<file path="src/rtl/match_clock.sv">
module match_clock #(
  parameter int unsigned TICK_DIV = 100_000_000
) (
  input  logic       clk,
  input  logic       rst,
  input  logic       run_sw,
  input  logic       hold_sw,
  output logic [3:0] min_tens,
  output logic [3:0] min_ones,
  output logic [3:0] sec_tens,
  output logic [3:0] sec_ones,
  output logic       half_done
);

  localparam int unsigned PW = (TICK_DIV > 1) ? $clog2(TICK_DIV) : 1;
  localparam logic [PW-1:0] PRE_LAST = PW'(TICK_DIV - 1);

  logic [PW-1:0] pre_q;
  logic at_end, active, tick;

  assign at_end = (min_tens == 4'd4) && (min_ones == 4'd5) &&
                  (sec_tens == 4'd0) && (sec_ones == 4'd0);
  assign active = run_sw && !hold_sw && !at_end;
  assign tick   = active && (pre_q == PRE_LAST);
  assign half_done = at_end;

  always_ff @(posedge clk) begin
    if (rst || hold_sw || tick) pre_q <= '0;
    else if (active)            pre_q <= pre_q + 1'b1;
  end

  always_ff @(posedge clk) begin
    if (rst) begin
      min_tens <= '0;
      min_ones <= '0;
      sec_tens <= '0;
      sec_ones <= '0;
    end else if (tick) begin
      if (sec_ones != 4'd9) begin
        sec_ones <= sec_ones + 4'd1;
      end else begin
        sec_ones <= '0;
        if (sec_tens != 4'd5) begin
          sec_tens <= sec_tens + 4'd1;
        end else begin
          sec_tens <= '0;
          if (min_ones != 4'd9) begin
            min_ones <= min_ones + 4'd1;
          end else begin
            min_ones <= '0;
            min_tens <= min_tens + 4'd1;
          end
        end
      end
    end
  end

endmodule

</file>
<file path="config.mk">
export PLATFORM = sky130hd
export DESIGN_NAME = match_clock
export DESIGN_NICKNAME = d
export VERILOG_FILES = /design/src/rtl/match_clock.sv
export SDC_FILE = /design/constraint.sdc
export NUM_CORES = 1
export LEC_CHECK = 0
export ABC_AREA = 1
export BUFFER_PORTS_ARGS = -buffer_cell sky130_fd_sc_hd__buf_2
export CAP_MARGIN = 20
export CORE_UTILIZATION = 50
export CTS_CLUSTER_SIZE = 25
export DETAILED_ROUTE_END_ITERATION = 12
export PLACE_DENSITY_LB_ADDON = 0.08
export SLEW_MARGIN = 20
export SYNTH_ARGS = -nofsm -noshare
export SYNTH_HDL_FRONTEND = slang
export SYNTH_SLANG_ARGS = --single-unit
export TNS_END_PERCENT = 50
</file>
<file path="constraint.sdc">
create_clock -name clk -period 3.6 [get_ports clk]
set_clock_uncertainty 0.2 [all_clocks]
set_input_delay 0 -clock clk [delete_from_list [all_inputs] [get_ports clk]]
set_output_delay 0 -clock clk [all_outputs]
set_load 0.005 [all_outputs]
</file>
; Word level (Yosys, flattened, before mapping)
; Index checks and enable logic that the tools add are counted.
[totals]
inputBits = 4
register_bits = 43
wordCells = 37
[classes]
reduce_logical = 15
mux = 3
bitwise = 3
add_sub_neg = 5
eq_ne = 6
[ops]
columns = cell, n
row1 = "27-bit by 1-bit adder with 27-bit output, second input constant", 1
row2 = "27-bit equality test, second input constant", 1
row3 = "4-bit by 1-bit adder with 4-bit output, second input constant", 4
row4 = 4-bit 2-to-1 mux, 3
row5 = "4-bit by 3-bit equality test with 1-bit output, second input constant", 2
row6 = 4-bit zero test, 2
row7 = "4-bit != test, second input constant", 2
row8 = 1-bit logical AND, 6
row9 = "4-bit by 3-bit != test with 1-bit output, second input constant", 1
row10 = 4-bit AND reduction, 1
row11 = 1-bit inverter, 3
row12 = 3-bit AND reduction, 1
row13 = 1-bit zero test, 2
row14 = 1-bit logical OR, 2
row15 = 2-bit AND reduction, 1

; Depth between registers and ports, before layout
; Gate-level depths: netlist of run 1.
[logic_depth]
depth_word = 8
mapped_depth = 11
ltp_nobuf = 11

; Worst setup path after synthesis of run 1
; Ideal clock, no wire load.
[synth_timing]
path_type = register to register
start = register pre_q[0]
end = register min_ones[1]
t_required_ns = 3.285
path_stages_with_launch = 11
setup_time_ns = 0.115
arrival_time_ns = 1.416
n_path_buf = 0
synth_period_minus_slack_ns = 1.730
slack_ns = 1.870
cell_sequence = dfxtp_1 ha_1 nand3_2 inv_1 nand2_1 nor2_1 nand2_1 nor2_4 nand3_1 nand3_1 nand2_1
[synth_via]
elab_chain_len = 3
[synth_rtl]
columns = element, line_no
row1 = "start, declared", 18  ; logic [PW-1:0] pre_q;
row2 = "start signal, assigned", 29  ; else if (active) pre_q <= pre_q + 1'b1;
row3 = 27-bit equality test, 24  ; assign tick = active && (pre_q == PRE_LAST);
row4 = 1-bit logical AND, 24
row5 = 3-bit AND reduction (no line), -
row6 = "end signal, assigned", 48  ; min_ones <= min_ones + 4'd1;
row7 = "end, declared", 9  ; output logic [3:0] min_ones,
; No other way between the ends.
; A chain may end at the register's enable or synchronous reset.

; Final worst setup path of run 1
[layout_timing]
start = register min_tens[0]
end = register pre_q[19]
[layout_via]
elab_chain_len = 8
[layout_rtl]
columns = element, line_no
row1 = "start, declared", 8  ; output logic [3:0] min_tens,
row2 = "start signal, assigned", 51  ; min_tens <= min_tens + 4'd1;
row3 = 4-bit by 3-bit equality test with 1-bit output (*), 21  ; assign at_end = (min_tens == 4'd4) && (min_ones == 4'd5) &&
row4 = 1-bit logical AND (*) (2 in series), 21
row5 = 1-bit logical AND (*), 22  ; (sec_tens == 4'd0) && (sec_ones == 4'd0);
row6 = 1-bit zero test (*), 23  ; assign active = run_sw && !hold_sw && !at_end;
row7 = 1-bit logical AND (*), 23
row8 = 1-bit logical AND, 24
row9 = 1-bit logical OR, 28  ; if (rst || hold_sw || tick) pre_q <= '0;
; Mark *: on every way between the ends. The rest lies on a longest branch, timed or not.

==> impl_metrics.env, run 1 <==
export IMPL_worst_pin_slew_ns=0.570
export IMPL_synth_largest_type_area_fraction_pct=29.5
export IMPL_sequentialPowerShare_pct=60.1
export IMPL_cap_violations=0
export IMPL_mappedNetlistNets=465
export IMPL_p_leak_nw=1.17
export IMPL_final_util_pct=55.5
export IMPL_drc=0
export IMPL_critPathCapture="pre_q[19]"
export IMPL_io_pins=21
export IMPL_cts_htree_levels=2
export IMPL_crit_path_max_fanout=24
export IMPL_core_area_mm2=0.00557
export IMPL_grtUsageMet1_pct=33.0
export IMPL_hp_class="primary input to flop"
export IMPL_first_global_vias=2467
export IMPL_path_clk_slew_ns=0.08
export IMPL_final_common_cell="sky130_fd_sc_hd__nand2_1"
export IMPL_setup_worst_path_end_class="flop"
export IMPL_globalRoute_busiestLayer="met2"
export IMPL_register_to_register_setup_slack_ns=1.28
export IMPL_share_of_power_burned_in_the_clock_network_pct=36.1
export IMPL_ys_top_cells_by_area="sky130_fd_sc_hd__dfxtp_1, sky130_fd_sc_hd__nand2_1, sky130_fd_sc_hd__nor2_1, sky130_fd_sc_hd__inv_1, sky130_fd_sc_hd__xor2_1"
export IMPL_finalSetupTns_ns=0
export IMPL_place_hpwl_um=4900
export IMPL_min_period_over_period_pct=64.4
export IMPL_placement_io_buffers=20
export IMPL_critical_path_startpoint="min_tens[0]"
export IMPL_post_cts_hold_buffer_count=1
export IMPL_synth_cells=458
export IMPL_crit_required_ns=3.59
export IMPL_combinational_power_share_pct=3.8
export IMPL_r2r_cells=10
export IMPL_arrival_ns=2.31
export IMPL_gr_usage_all_layers_pct=23.1
export IMPL_setup_worst_path_start_class="flop"
export IMPL_grt_start_max_net_pins=25
export IMPL_report_power_total_w=0.000793
export IMPL_postSynthAreaPerCell_um2=6.37
export IMPL_whs_ns=0.0388
export IMPL_final_setup_viol_count=0
export IMPL_cts_repair_timing_setup_buffer_count=0
export IMPL_power_ir_vdd_worst_uv=149
export IMPL_initial_util_pct=52.3
export IMPL_grtUsageMet2_pct=35.6
export IMPL_synth_cell_type_count=34
export IMPL_num_nets_final=482
export IMPL_insertion_delay_ns=0.30
export IMPL_timing_setup_critical_path_class="flop to flop"
export IMPL_standard_cell_row_count=27
export IMPL_gr_usage_met3_pct=3.84
export IMPL_run_status="complete, no violations"
export IMPL_most_common_layout_cells="sky130_fd_sc_hd__nand2_1, sky130_fd_sc_hd__nor2_1, sky130_fd_sc_hd__inv_1"
export IMPL_syn2layout_area_growth_pct=6.00
export IMPL_synth_warning_count=0
export IMPL_layout_min_cycle_time_ns=2.32
export IMPL_rsz_0062_raised_after_global_routing="no"
export IMPL_slew_limit_headroom_pct=61.9
export IMPL_detail_route_vias_per_cell=5.00
export IMPL_clockBufferDepth=2
export IMPL_worstReg2RegStart="min_tens[0]"
export IMPL_antenna_found_initial=0
export IMPL_drt_wl_total_um=6540
export IMPL_fillers=582
export IMPL_timing_fmax_mhz=431
export IMPL_report_final_hold_viol_count=0
export IMPL_synth_seq_area_share_pct=29.5
export IMPL_number_of_buffers_inserted_during_clock_tree_synthesis=5
export IMPL_first_pass_grt_wire_length_um=11400
export IMPL_weighted_congestion_reported_at_the_end_of_routability_driven_placement=0.866
export IMPL_global_route_overflow_total=0
export IMPL_p_switching_w=0.000180
export IMPL_route_vias_total=2732
export IMPL_cts_resized=0
export IMPL_power_switching_share_pct=22.8
export IMPL_first_iter_violations=191
export IMPL_die_area_mm2=0.00614
export IMPL_die_h_um=78.4
export IMPL_tritoncts_clock_tree="yes"
export IMPL_antenna_violating_nets_post_route=0
export IMPL_synthesis_area_mm2=0.00292
export IMPL_worstReg2RegEnd="pre_q[19]"
export IMPL_die_width_um=78.4
export IMPL_internal_power_w=0.000612
export IMPL_antenna_diode_count=0
export IMPL_synth_area_leader_cell="sky130_fd_sc_hd__dfxtp_1"
export IMPL_drt_wirelength_per_cell_um=12.0
export IMPL_drt_pass1_iter_count=4
export IMPL_power_per_cell_area_mw_per_mm2=256
export IMPL_drv_slew=0
export IMPL_synth_seq_cells=43
export IMPL_cts_sink_count=43
export IMPL_cts_root_buffer_cell="sky130_fd_sc_hd__clkbuf_8"
export IMPL_share_of_final_layout_standard_cells_stronger_than_drive_strength_1_pct=13.7
## power by group through the flow
stage                     Clock [W]  Combinational (W)  Sequential (W)
final                      0.000286          0.0000304        0.000476
after detailed placement          0          0.0000299        0.000487
after global placement            0          0.0000297        0.000487
after CTS                  0.000298          0.0000309        0.000476
after floorplan                   0          0.0000281        0.000487
after global routing       0.000319          0.0000343        0.000476
## registers in the layout (all words and copies together) (netlist names)
name / flops
min_tens: 4
pre_q: 27
sec_ones: 4
sec_tens: 4
min_ones: 4
## worst min-delay path by stage
stage / to / slack (ns) / cells after the start / from
after floorplan: min_ones[2] / -0.13 / 1 / rst
after CTS: pre_q[1] / 0.04 / 5 / run_sw
final: pre_q[24] / 0.04 / 4 / hold_sw
after global routing: pre_q[5] / 0.06 / 5 / run_sw
after global placement: min_ones[2] / 0.08 / 2 / rst
after detailed placement: sec_tens[1] / 0.08 / 2 / rst
## final cells by class
type                       count  area [µm²]  share of cell area, %
clock buffer                   6        72.6                   2.35
sequential                    43         861                   27.8
multi-input combinational    346        1740                   56.2
tap                           72        90.1                   2.91
inverter                      57         214                   6.92
timing repair buffer          22         118                   3.80
## logic make-up after synthesis
logic type               Yosys count  synth area share, %
buffers and inverters             69                 10.9
adder cells (fa/ha/maj)            3                 1.29
AND/OR/NAND/NOR                  291                 45.4
flip-flops                        43                 29.5
XOR/XNOR                          19                 5.70
AO/OA/AOI/OAI                     33                 7.20
## through the flow
stage	instance area, µm²	setup WS, ns	std cells
finish	3090	1.28	546
global route	3090	1.13	546
CTS	3090	1.29	546
detailed placement	3010	1.31	539
global placement	3010	1.40	539
floorplan	2920	1.87	458
## per-layer routing
metal	share of wire, %	wire length [µm]
met3	3.2	212
met5	0	0
met4	0.92	60
met2	43	2790
met1	53	3470
## worst max-delay path: stages, from the launching register on
cell and delay, ns:
sky130_fd_sc_hd__dfxtp_1 0.40, sky130_fd_sc_hd__inv_1 0.09, sky130_fd_sc_hd__ha_1 0.20, sky130_fd_sc_hd__nand3_1 0.09, sky130_fd_sc_hd__nor2_2 0.06, sky130_fd_sc_hd__a21oi_4 0.49, sky130_fd_sc_hd__nand2_2 0.15, sky130_fd_sc_hd__nand3_4 0.31
sky130_fd_sc_hd__inv_2 0.10, sky130_fd_sc_hd__nand2_1 0.07, sky130_fd_sc_hd__nor2_1 0.04
## cells in the mapped netlist (all sizes together)
cell	number
ha	3
o21bai	1
nand4	18
o21ai	7
buf	11
inv	57
nor2	92
xor2	13
dfxtp	43
nand2	143
nor3b	4
a21oi	24
xnor2	6
nand3	25
nand3b	1
a31oi	1
nor3	7
clkbuf	1
nor4	1
(Power assumes the default switching activity.)
==> inputs of run 2 (changes only) <==
clock period = 2.35 ns   (was 3.6 ns; I/O delays follow)
==> impl_metrics.env, run 2 (synthesized netlist as in run 1, its figures left out) <==
export IMPL_slew_limit_headroom_pct=68.4
export IMPL_timing_fmax_mhz=475
export IMPL_share_of_power_burned_in_the_clock_network_pct=42.1
export IMPL_drt_pass1_iter_count=4
export IMPL_hp_class="primary input to flop"
export IMPL_antenna_diode_count=0
export IMPL_drv_slew=0
export IMPL_antenna_found_initial=0
export IMPL_weighted_congestion_reported_at_the_end_of_routability_driven_placement=0.871
export IMPL_number_of_buffers_inserted_during_clock_tree_synthesis=5
export IMPL_placement_io_buffers=20
export IMPL_cts_resized=0
export IMPL_arrival_ns=2.10
export IMPL_final_common_cell="sky130_fd_sc_hd__nand2_1"
export IMPL_power_switching_share_pct=21.9
export IMPL_io_pins=21
export IMPL_critical_path_startpoint="min_tens[0]"
export IMPL_insertion_delay_ns=0.30
export IMPL_cts_sink_count=43
export IMPL_core_area_mm2=0.00557
export IMPL_cap_violations=0
export IMPL_first_iter_violations=173
export IMPL_internal_power_w=0.00106
export IMPL_final_setup_viol_count=0
export IMPL_most_common_layout_cells="sky130_fd_sc_hd__nand2_1, sky130_fd_sc_hd__nor2_1, sky130_fd_sc_hd__inv_1"
export IMPL_r2r_cells=11
export IMPL_run_status="complete, no violations"
export IMPL_fin_ws_ns=0.247
export IMPL_crit_path_max_fanout=11
export IMPL_drt_wl_total_um=6850
export IMPL_report_final_hold_viol_count=0
export IMPL_clockBufferDepth=2
export IMPL_worstReg2RegStart="min_tens[0]"
export IMPL_p_leak_nw=1.22
export IMPL_dp_worst_setup_slack_ns=0.284
export IMPL_crit_required_ns=2.35
export IMPL_num_nets_final=488
export IMPL_timing_setup_critical_path_class="flop to flop"
export IMPL_first_pass_grt_wire_length_um=11900
export IMPL_gr_usage_all_layers_pct=24.5
export IMPL_place_hpwl_um=5130
export IMPL_report_power_total_w=0.00135
export IMPL_finalSetupTns_ns=0
export IMPL_final_util_pct=57.1
export IMPL_critPathCapture="pre_q[21]"
export IMPL_die_h_um=78.4
export IMPL_die_area_mm2=0.00614
export IMPL_min_period_over_period_pct=89.5
export IMPL_drc=0
export IMPL_standard_cell_row_count=27
export IMPL_global_route_overflow_total=0
export IMPL_drt_wirelength_per_cell_um=12.4
export IMPL_worstReg2RegEnd="pre_q[21]"
export IMPL_syn2layout_area_growth_pct=9.09
export IMPL_worst_pin_slew_ns=0.473
export IMPL_sequentialPowerShare_pct=53.8
export IMPL_share_of_final_layout_standard_cells_stronger_than_drive_strength_1_pct=14.8
export IMPL_combinational_power_share_pct=4.1
export IMPL_max_reg_flops=27
export IMPL_first_global_vias=2553
export IMPL_tritoncts_clock_tree="yes"
export IMPL_largest_register="pre_q"
export IMPL_die_width_um=78.4
export IMPL_power_ir_vdd_worst_uv=278
export IMPL_grt_start_max_net_pins=22
export IMPL_cts_root_buffer_cell="sky130_fd_sc_hd__clkbuf_8"
export IMPL_cts_htree_levels=2
export IMPL_p_switching_w=0.000297
export IMPL_setup_worst_path_start_class="flop"
export IMPL_initial_util_pct=52.3
export IMPL_rsz_0062_raised_after_global_routing="no"
export IMPL_antenna_violating_nets_post_route=0
export IMPL_layout_min_cycle_time_ns=2.10
export IMPL_route_vias_total=2788
export IMPL_detail_route_vias_per_cell=5.04
export IMPL_register_to_register_setup_slack_ns=0.25
export IMPL_setup_worst_path_end_class="flop"
export IMPL_path_clk_slew_ns=0.08
export IMPL_power_per_cell_area_mw_per_mm2=426
==> run 2: cell count changes in the layout (fill, tap and decap cells not counted), sizes merged <==
cell	change
buf	+5
bufinv	+1
dlygate4sd3	+1
==> run 2: worst min path at each step <==
stage / startpoint / endpoint / slack (ns) / depth (start not counted)
global placement: rst / sec_tens[1] / 0.05 / 2
floorplan: rst / min_ones[2] / -0.13 / 1
CTS: run_sw / min_ones[2] / 0.002 / 5
detailed placement: rst / sec_tens[2] / 0.06 / 2
finish: run_sw / min_ones[2] / 0.02 / 5
global route: run_sw / min_ones[2] / 0.03 / 5
==> run 2: routing by layer <==
layer  GRT usage, %  up-vias  share of wire [%]
met5              0        -                  0
met4           5.74        0                1.1
met1           35.2     1256                 52
met3           5.58        9                4.5
met2           36.9       48                 43
li1               -     1475                  -
==> run 2: what timing repair did <==
action	in CTS	in global routing
setup buffers	0	0
hold buffers	2	0
hold endpoints to repair	16	0
==> run 2: power groups by stage <==
stage / Sequential (W) / Combinational (W) / Clock (W)
4_1_cts: 0.000729 / 0.0000562 / 0.000585
6_report: 0.000729 / 0.0000557 / 0.000570
2_1_floorplan: 0.000746 / 0.0000430 / 0
3_5_place_dp: 0.000746 / 0.0000535 / 0
5_1_grt: 0.000730 / 0.0000611 / 0.000615
3_3_place_gp: 0.000746 / 0.0000535 / 0
==> run 2: critical path, stage by stage (launching register included) <==
cell	delay, ns
sky130_fd_sc_hd__dfxtp_1	0.39
sky130_fd_sc_hd__inv_1	0.09
sky130_fd_sc_hd__ha_1	0.20
sky130_fd_sc_hd__nand3_1	0.09
sky130_fd_sc_hd__nor2_2	0.07
sky130_fd_sc_hd__a21oi_4	0.35
sky130_fd_sc_hd__buf_4	0.23
sky130_fd_sc_hd__nand2_1	0.08
sky130_fd_sc_hd__nor2_1	0.13
sky130_fd_sc_hd__nand2_1	0.07
sky130_fd_sc_hd__nand2_1	0.06
sky130_fd_sc_hd__nor2_1	0.04
==> run 2: cell type report <==
| cell class | count | area [µm²] |
|---|---|---|
| flip-flops and latches | 43 | 861 |
| multi-input cells | 346 | 1740 |
| inverters | 57 | 214 |
| repair buffers | 28 | 178 |
| clock buffers | 6 | 72.6 |
| well taps | 72 | 90.1 |
| fillers | 559 | 2390 |
| clock inverters | 1 | 30.0 |
==> run 2: through the flow <==
| stage | std cells | area, µm² | hold slack [ns] |
|---|---|---|---|
| after global placement | 544 | 3060 | 0.0523 |
| after CTS | 553 | 3180 | 0.00177 |
| final | 553 | 3180 | 0.0171 |
| after detailed placement | 544 | 3060 | 0.0577 |
| after global routing | 553 | 3180 | 0.0325 |
| after floorplan | 458 | 2920 | -0.131 |
==> inputs of run 3 (changes only) <==
CORE_UTILIZATION = 30   (was 50)
PLACE_DENSITY_LB_ADDON = default   (was 0.08)
==> impl_metrics.env, run 3 (synthesized netlist as in run 1, its figures left out) <==
export IMPL_initial_util_pct=31.3
export IMPL_crit_path_max_fanout=16
export IMPL_power_ir_vdd_worst_uv=193
export IMPL_hp_class="primary input to flop"
export IMPL_route_vias_total=2830
export IMPL_standard_cell_row_count=35
export IMPL_final_area_mm2=0.00324
export IMPL_cts_root_buffer_cell="sky130_fd_sc_hd__clkbuf_8"
export IMPL_final_setup_viol_count=0
export IMPL_num_nets_final=488
export IMPL_finalSetupTns_ns=0
export IMPL_antenna_violating_nets_post_route=0
export IMPL_drc=0
export IMPL_setup_worst_path_start_class="flop"
export IMPL_insertion_delay_ns=0.30
export IMPL_cts_htree_levels=2
export IMPL_share_of_final_layout_standard_cells_stronger_than_drive_strength_1_pct=15.1
export IMPL_path_clk_slew_ns=0.09
export IMPL_max_reg_flops=27
export IMPL_place_hpwl_um=5300
export IMPL_number_of_buffers_inserted_during_clock_tree_synthesis=5
export IMPL_placement_io_buffers=20
export IMPL_most_common_layout_cells="sky130_fd_sc_hd__nand2_1, sky130_fd_sc_hd__nor2_1, sky130_fd_sc_hd__inv_1"
export IMPL_antenna_diode_count=0
export IMPL_timing_setup_critical_path_class="flop to flop"
export IMPL_detail_route_vias_per_cell=4.63
export IMPL_syn2layout_area_growth_pct=10.9
export IMPL_tritoncts_clock_tree="yes"
export IMPL_drv_slew=0
export IMPL_timing_fmax_mhz=473
export IMPL_die_h_um=101
export IMPL_clockBufferDepth=2
export IMPL_gr_usage_all_layers_pct=14.8
export IMPL_crit_required_ns=2.36
export IMPL_whs_ns=0.00768
export IMPL_report_power_total_w=0.00131
export IMPL_placement_cell_area_mm2=0.00313
export IMPL_cts_repair_timing_setup_buffer_count=0
export IMPL_fillers=990
export IMPL_report_final_hold_viol_count=0
export IMPL_arrival_ns=2.12
export IMPL_final_util_pct=34.7
export IMPL_core_area_mm2=0.00933
export IMPL_post_cts_hold_buffer_count=1
export IMPL_rsz_0062_raised_after_global_routing="no"
export IMPL_grt_start_max_net_pins=25
export IMPL_final_common_cell="sky130_fd_sc_hd__nand2_1"
export IMPL_run_status="complete, no violations"
export IMPL_drt_wl_total_um=7030
export IMPL_first_global_vias=2654
export IMPL_cts_sink_count=43
export IMPL_drt_pass1_iter_count=4
export IMPL_antenna_found_initial=0
export IMPL_drt_wirelength_per_cell_um=11.5
export IMPL_layout_min_cycle_time_ns=2.11
export IMPL_cap_violations=0
export IMPL_cts_resized=0
export IMPL_setup_worst_path_end_class="flop"
export IMPL_min_period_over_period_pct=90.0
export IMPL_slew_limit_headroom_pct=70.4
export IMPL_weighted_congestion_reported_at_the_end_of_routability_driven_placement=0.857
export IMPL_die_area_mm2=0.0101
export IMPL_global_route_overflow_total=0
export IMPL_io_pins=21
export IMPL_worst_pin_slew_ns=0.444
export IMPL_power_per_cell_area_mw_per_mm2=405
export IMPL_largest_register="pre_q"
export IMPL_first_pass_grt_wire_length_um=12100
export IMPL_p_leak_nw=1.22
export IMPL_first_iter_violations=140
export IMPL_die_width_um=101
## run 3: cell types whose count changed in the layout (fill, tap and decap cells not counted)
cell	change
sky130_fd_sc_hd__dlygate4sd3_1	-1
sky130_fd_sc_hd__buf_12	-1
sky130_fd_sc_hd__bufinv_16	-1
sky130_fd_sc_hd__buf_4	+2
sky130_fd_sc_hd__clkbuf_8	+2
## run 3: power by group
part | total (W) | leakage, nW | internal (W) | switching [W]
clock | 0.000531 | 0.0515 | 0.000269 | 0.000263
combinational | 0.0000500 | 0.821 | 0.0000129 | 0.0000371
sequential | 0.000729 | 0.346 | 0.000728 | 0.000000796
total | 0.00131 | 1.22 | 0.00101 | 0.000300
## run 3: worst paths after layout
path	from	end	slack, ns	cells past startpoint
worst max register to register	min_tens[0]	pre_q[18]	0.24	11
worst max-delay path	min_tens[0]	pre_q[18]	0.24	11
worst min register to register	sec_tens[2]	sec_tens[2]	0.30	2
worst min-delay path	run_sw	min_ones[2]	0.008	5
## run 3: cell type report
cell class              instances  area [µm²]  area share, %
clock buffers                   8         100           3.09
flip-flops and latches         43         861           26.6
inverters                      57         214           6.61
repair buffers                 28         163           5.03
multi-input cells             346        1740           53.7
well taps                     129         161           4.99
## run 3: critical path: stages, from the launching register on
cell and delay [ns]:
sky130_fd_sc_hd__dfxtp_1 0.39, sky130_fd_sc_hd__inv_1 0.09, sky130_fd_sc_hd__ha_1 0.20, sky130_fd_sc_hd__nand3_1 0.09
sky130_fd_sc_hd__nor2_2 0.07, sky130_fd_sc_hd__a21oi_4 0.30, sky130_fd_sc_hd__buf_4 0.29, sky130_fd_sc_hd__nand2_1 0.14
sky130_fd_sc_hd__nor2_1 0.10, sky130_fd_sc_hd__nand2_1 0.05, sky130_fd_sc_hd__nand2_1 0.07, sky130_fd_sc_hd__nor2_1 0.04
## run 3: stage by stage
step	std cells	setup slack [ns]
floorplan	458	0.620
global placement	602	0.323
detailed placement	602	0.252
CTS	611	0.236
global route	611	0.0526
finish	611	0.235
## run 3: layer usage
layer / up-vias / part of all wire (%) / GRT usage (%)
met3: 8 / 2.9 / 2.43
met4: 0 / 1.2 / 3.12
li1: 1483 / - / -
met5: - / 0 / 0
met1: 1300 / 50 / 19.8
met2: 39 / 46 / 24.9
